`config.mk`:
```
export PLATFORM = sky130hd
export DESIGN_NAME = cwf_refill_ctrl
export DESIGN_NICKNAME = d
export VERILOG_FILES = /design/src/rtl/cwf_pkg.sv /design/src/rtl/cwf_seq.sv /design/src/rtl/cwf_linebuf.sv /design/src/rtl/cwf_refill_ctrl.sv
export SDC_FILE = /design/constraint.sdc
export NUM_CORES = 1
export LEC_CHECK = 0
export ABC_AREA = 1
export BUFFER_PORTS_ARGS = -buffer_cell sky130_fd_sc_hd__buf_2
export CORE_ASPECT_RATIO = 1.1
export CORE_UTILIZATION = 61
export CTS_CLUSTER_DIAMETER = 40
export CTS_CLUSTER_SIZE = 12
export DETAILED_ROUTE_END_ITERATION = 8
export PLACE_DENSITY = 0.81
export SLEW_MARGIN = 20
export SYNTH_ARGS = -nofsm -noshare
export SYNTH_HDL_FRONTEND = slang
export SYNTH_SLANG_ARGS = --single-unit
```
`constraint.sdc`:
```
create_clock -name clk -period 13.1 [get_ports clk]
set_input_delay 1.31 -clock clk [delete_from_list [all_inputs] [get_ports clk]]
set_output_delay 1.31 -clock clk [all_outputs]
set_load 0.005 [all_outputs]
```
`src/rtl/cwf_pkg.sv`:
```
package cwf_pkg;

  typedef enum logic {
    ST_IDLE = 1'b0,
    ST_FILL = 1'b1
  } fill_state_e;

  // Offset of the beat-th word returned when the refill starts at 'first'.
  function automatic int wrap_slot(int first, int beat, int words);
    return (first + beat) % words;
  endfunction

endpackage

```
`src/rtl/cwf_seq.sv`:
```
module cwf_seq #(
  parameter int WORDS  = 8,
  parameter int LINE_W = 29
) (
  input  logic                      clk,
  input  logic                      rst_n,
  input  logic                      start,
  input  logic [LINE_W-1:0]         start_line,
  input  logic [$clog2(WORDS)-1:0]  start_word,
  input  logic                      mem_rvalid,
  output logic                      busy,
  output logic [LINE_W-1:0]         cur_line,
  output logic [$clog2(WORDS)-1:0]  first_word,
  output logic [$clog2(WORDS)-1:0]  wr_idx,
  output logic                      ev_beat,
  output logic                      ev_first,
  output logic                      ev_last,
  output logic                      req_pulse,
  output logic                      done_pulse
);
  import cwf_pkg::*;

  localparam int OFS_W = $clog2(WORDS);
  localparam int CNT_W = OFS_W + 1;

  fill_state_e         state_q;
  logic [OFS_W-1:0]    crit_q;
  logic [LINE_W-1:0]   line_q;
  logic [CNT_W-1:0]    cnt_q;
  logic                req_q;
  logic                done_q;

  assign busy       = (state_q == ST_FILL);
  assign cur_line   = line_q;
  assign first_word = crit_q;
  assign ev_beat    = busy && mem_rvalid;
  assign ev_first   = ev_beat && (cnt_q == '0);
  assign ev_last    = ev_beat && (cnt_q == CNT_W'(WORDS - 1));
  assign wr_idx     = OFS_W'(wrap_slot(int'(crit_q), int'(cnt_q), WORDS));
  assign req_pulse  = req_q;
  assign done_pulse = done_q;

  always_ff @(posedge clk or negedge rst_n) begin
    if (!rst_n) begin
      state_q <= ST_IDLE;
      crit_q  <= '0;
      line_q  <= '0;
      cnt_q   <= '0;
      req_q   <= 1'b0;
      done_q  <= 1'b0;
    end else begin
      req_q  <= start;
      done_q <= ev_last;
      if (start) begin
        state_q <= ST_FILL;
        crit_q  <= start_word;
        line_q  <= start_line;
        cnt_q   <= '0;
      end else if (ev_beat) begin
        cnt_q <= cnt_q + CNT_W'(1);
        if (ev_last) state_q <= ST_IDLE;
      end
    end
  end

endmodule

```
`src/rtl/cwf_linebuf.sv`:
```
module cwf_linebuf #(
  parameter int WORDS  = 8,
  parameter int WORD_W = 64
) (
  input  logic                      clk,
  input  logic                      rst_n,
  input  logic                      clr,
  input  logic                      we,
  input  logic [$clog2(WORDS)-1:0]  widx,
  input  logic [WORD_W-1:0]         wdata,
  input  logic [$clog2(WORDS)-1:0]  ridx,
  output logic [WORD_W-1:0]         rdata,
  output logic                      rvld
);
  localparam int OFS_W = $clog2(WORDS);

  logic [WORDS-1:0]  vld_vec;
  logic [WORD_W-1:0] data_arr [WORDS];

  for (genvar g = 0; g < WORDS; g++) begin : g_slot
    logic              slot_v;
    logic [WORD_W-1:0] slot_d;
    logic              slot_we;

    assign slot_we = we && (widx == OFS_W'(g));

    always_ff @(posedge clk or negedge rst_n) begin
      if (!rst_n)       slot_v <= 1'b0;
      else if (clr)     slot_v <= 1'b0;
      else if (slot_we) slot_v <= 1'b1;
    end

    always_ff @(posedge clk) begin
      if (slot_we) slot_d <= wdata;
    end

    assign vld_vec[g]  = slot_v;
    assign data_arr[g] = slot_d;
  end

  assign rdata = data_arr[ridx];
  assign rvld  = vld_vec[ridx];

endmodule

```
`src/rtl/cwf_refill_ctrl.sv`:
```
module cwf_refill_ctrl #(
  parameter int ADDR_W = 32,
  parameter int WORD_W = 64,
  parameter int WORDS  = 8
) (
  input  logic                            clk,
  input  logic                            rst_n,
  input  logic                            req_valid,
  input  logic [ADDR_W-1:0]               req_addr,
  output logic                            req_ready,
  output logic                            mem_req_valid,
  output logic [ADDR_W-$clog2(WORDS)-1:0] mem_req_line,
  output logic [$clog2(WORDS)-1:0]        mem_req_word,
  input  logic                            mem_rvalid,
  input  logic [WORD_W-1:0]               mem_rdata,
  output logic                            cpu_rsp_valid,
  output logic [WORD_W-1:0]               cpu_rsp_data,
  output logic                            line_done
);
  localparam int OFS_W  = $clog2(WORDS);
  localparam int LINE_W = ADDR_W - OFS_W;

  function automatic logic [LINE_W-1:0] line_of(logic [ADDR_W-1:0] a);
    return a[ADDR_W-1:OFS_W];
  endfunction

  function automatic logic [OFS_W-1:0] word_of(logic [ADDR_W-1:0] a);
    return a[OFS_W-1:0];
  endfunction

  // Named internal events, also used by the bound checker.
  logic              busy;
  logic [LINE_W-1:0] cur_line;
  logic [OFS_W-1:0]  first_word;
  logic [OFS_W-1:0]  wr_idx;
  logic              ev_beat;
  logic              ev_first;
  logic              ev_last;
  logic              ev_accept;
  logic              same_line;
  logic              beat_match;
  logic              serve_fu;
  logic [OFS_W-1:0]  fu_word;
  logic [WORD_W-1:0] buf_rdata;
  logic              buf_rvld;

  assign ev_accept  = req_valid && !busy;
  assign same_line  = busy && (line_of(req_addr) == cur_line);
  assign fu_word    = word_of(req_addr);
  assign beat_match = ev_beat && (wr_idx == fu_word);
  assign serve_fu   = req_valid && same_line && !ev_first && (buf_rvld || beat_match);

  cwf_seq #(
    .WORDS (WORDS),
    .LINE_W(LINE_W)
  ) i_seq (
    .clk       (clk),
    .rst_n     (rst_n),
    .start     (ev_accept),
    .start_line(line_of(req_addr)),
    .start_word(word_of(req_addr)),
    .mem_rvalid(mem_rvalid),
    .busy      (busy),
    .cur_line  (cur_line),
    .first_word(first_word),
    .wr_idx    (wr_idx),
    .ev_beat   (ev_beat),
    .ev_first  (ev_first),
    .ev_last   (ev_last),
    .req_pulse (mem_req_valid),
    .done_pulse(line_done)
  );

  cwf_linebuf #(
    .WORDS (WORDS),
    .WORD_W(WORD_W)
  ) i_buf (
    .clk  (clk),
    .rst_n(rst_n),
    .clr  (ev_accept),
    .we   (ev_beat),
    .widx (wr_idx),
    .wdata(mem_rdata),
    .ridx (fu_word),
    .rdata(buf_rdata),
    .rvld (buf_rvld)
  );

  assign req_ready     = ev_accept || serve_fu;
  assign cpu_rsp_valid = ev_first || serve_fu;
  assign cpu_rsp_data  = (ev_first || !buf_rvld) ? mem_rdata : buf_rdata;
  assign mem_req_line  = cur_line;
  assign mem_req_word  = first_word;

endmodule

```
==> flow_summary.ini <==
[drt]
vias_per_cell = 5.90
wl_um = 50900
vias = 15700
post_drt_wl_per_cell_um = 19.1
ant_nets = 0
drc = 0
drt_iter0_drc = 1558
first_pass_iters = 6

[global_route]
grt_pass1_wl_um = 78400
antenna_found_initial = 1
grt_max_degree = 169
grt_pass1_vias = 14800
gr-total-overflow = 0
grt_use_total_pct = 26.2

[sta]
max_freq_mhz = 154
post-route-period-util_pct = 49.4
hold_viol_final = 0
rsz0062_at_grt = no
finClkSkew_ns = 0.0246
setup_tns_ns = 0
setup_viol = 0
max_slew.worst_pin.slew_ns = 1.10
min_period_ns = 6.48
timing.slew.headroom_pct = 26.9
final_max_slew_viol_count = 0

[logic_synthesis]
synth_compound_area_share_pct = 12.4
synthAdderAreaFrac_pct = 0.250
yosys_warnings = 0
synth_nets = 2088
ys_types = 27
synth_ff_type = edfxtp_1
yosysTopAreaCellShare_pct = 66.7
synth.ff_latch_count = 559
muxShareOfSynthArea_pct = 0
yosys.area.top_type = edfxtp_1
synthXorXnorAreaFrac_pct = 0.0380
synth-seq-area-share_pct = 71.8
netlist_area_um2 = 23100
synth_commonest_cells = edfxtp_1, nor2_1, o21ai_0
synth_area_leaders = edfxtp_1, o21ai_0, nor2_1
yosys.area_share.simple_pct = 11.5
synth_cells = 1984
synth.most_common_cell = edfxtp_1
async_flop_share_pct = 8.41
avgSynthCellArea_um2 = 11.6
synth_edf_count = 512
synth_top_family_by_area = compound AO/OA/AOI/OAI gates

[finish]
final_layout_size_suffix_gt1_share_pct = 13.9
area_growth_pct = 12.8
num-fill-cells = 2501
regArea_um2 = 16600
multi_input_area_um2 = 5650
fin_cells = 2661
finalInstanceArea_um2 = 26000
nets = 2242
num_antenna_cells = 0

[floorplanning]
die_x_um = 187
core_um2 = 37200
dieArea_um2 = 38600
start_util_pct = 61.9
die_h_um = 206
io_pins = 200
rows = 74

[power_and_ir_drop]
powerDensity_nw_per_um2 = 198
p_leak_nw = 9.55
ir_drop_uv = 140

[clocking]
htreeDepth = 2
cts-root-buf = clkbuf_16
hold_buffers = 0
cts_resized = 0
clockBufferDepth = 3
post-cts-setup-buffer-count = 0
cts_inserted_buffers = 58
cts_tree = yes
clk_pin_slew_ns = 0.06
clk_latency_ns = 0.59
clock_sinks = 559

[setup_path]
cp-start-kind = primary input
worst_setup_path_end_kind = output pin
crit_fanout = 144
cp.required_ns = 11.79
critical_path.slowest_cell = buf_4
critPathKind = primary input to output pin
path_buf_inv = 4
critical_path.cell_chain = buf_6, buf_4, nand2_1, o211ai_1, nand3_1, nand3_4, buf_4, nand2_1, o21ai_1, buf_2
cpLargestDelayFamily = buffers and inverters
cpPeakStageDelay_ns = 0.99
cp.arrival_ns = 5.17

[place]
place_area_um2 = 24300
gp_congestion = 0.833
io_buffers = 199
hpwl_um = 26500
dp_cells = 2572

[status]
status = finished, final reports clean

[min_path]
hold_path.class = register to register

[job]
maxCapViolCount = 0
-- layer usage --
metal  vias to the layer above  track usage [%]  wire (um)
met5                         -                0          8
met4                         2             10.5       1300
met3                       116             3.99       4470
met2                       764             43.7      24900
met1                      7537             35.0      20200
li1                       7286                -          -
-- flip-flops by register name, summed over array words and instances, names as in the netlist --
register,flops
i_seq.cur_line,29
i_buf.g_slot.slot_d,512
i_seq.req_pulse,1
i_buf.g_slot.slot_v,8
i_seq.done_pulse,1
i_seq.busy,1
i_seq.cnt_q,4
i_seq.first_word,3
-- final timing paths --
check,depth (start not counted),startpoint,endpoint,slack [ns]
worst max-delay path,10,req_addr[0],cpu_rsp_data[28],6.62
worst max register to register,11,i_seq.cnt_q[0],i_buf.g_slot[7].slot_d[1],9.10
min in group asynchronous,1,rst_n,i_seq.cur_line[6],0.75
worst min register to register,1,i_seq.cnt_q[3],i_seq.done_pulse,0.46
max in group asynchronous,1,rst_n,i_seq.cur_line[4],11.91
worst min-delay path,1,i_seq.cnt_q[3],i_seq.done_pulse,0.46
-- per-stage QoR --
stage | util [%] | hold slack (ns) | power, mW | worst slack (ns)
floorplan | - | 0.417 | 3.27 | 8.21
global placement | 65.3 | 0.447 | 3.65 | 6.87
detailed placement | 65.3 | 0.449 | 3.71 | 6.74
CTS | 69.8 | 0.459 | 5.17 | 6.74
global route | 69.9 | 0.509 | 5.39 | 6.29
finish | 69.9 | 0.462 | 5.16 | 6.62
-- cell usage in the layout, fill, tap and decap left out --
cell type   netlist  routed
a31oi_1           1       1
o22ai_1           5       5
inv_1            93      92
nand4_1           1       1
nand2_1         276     275
ha_1              3       3
nor2_1          405     397
inv_8             0       1
clkbuf_16         0      59
clkinv_4          0       3
clkinvlp_4        0       2
nor3_1            3       3
nor4_1            1       1
nor2_4            0       8
o211ai_1        130     130
clkbuf_1         67       9
fa_1              1       1
nand3_4           0       1
buf_2            25     196
bufinv_16         0       2
dfrtp_1          47      47
inv_6             0       2
clkinv_1          0       6
inv_2             1       1
buf_6             5       2
o21ai_0         320     320
o21ai_1          45      45
edfxtp_1        512     512
buf_4             3      18
xnor2_1           1       1
nand2_2           0       1
a21oi_1           3       3
nand3_1          13      13
clkinv_2          0       6
-- cell type report --
type,count,area share (%)
Clock inverter,21,0.659
Inverter,94,1.39
Multi-Input combinational cell,1209,21.7
Tap cell,494,2.38
Timing Repair Buffer,216,4.38
Sequential cell,559,63.7
Clock buffer,68,5.81
-- where the power goes --
| group | internal, mW | switching (mW) | total, mW |
|---|---|---|---|
| clock network | 0.850 | 0.627 | 1.48 |
| logic | 0.302 | 0.772 | 1.07 |
| registers | 2.47 | 0.131 | 2.61 |
| total | 3.63 | 1.53 | 5.16 |
-- kinds of logic (layout without fill, tap and decap cells) --
| logic type | Yosys count | in the layout |
|---|---|---|
| flip-flops | 559 | 559 |
| buffers and inverters | 216 | 399 |
| XOR/XNOR | 1 | 1 |
| adder cells (fa/ha/maj) | 4 | 4 |
| AO/OA/AOI/OAI | 504 | 504 |
| AND/OR/NAND/NOR | 700 | 700 |
Power figures use the tool's default switching activity.
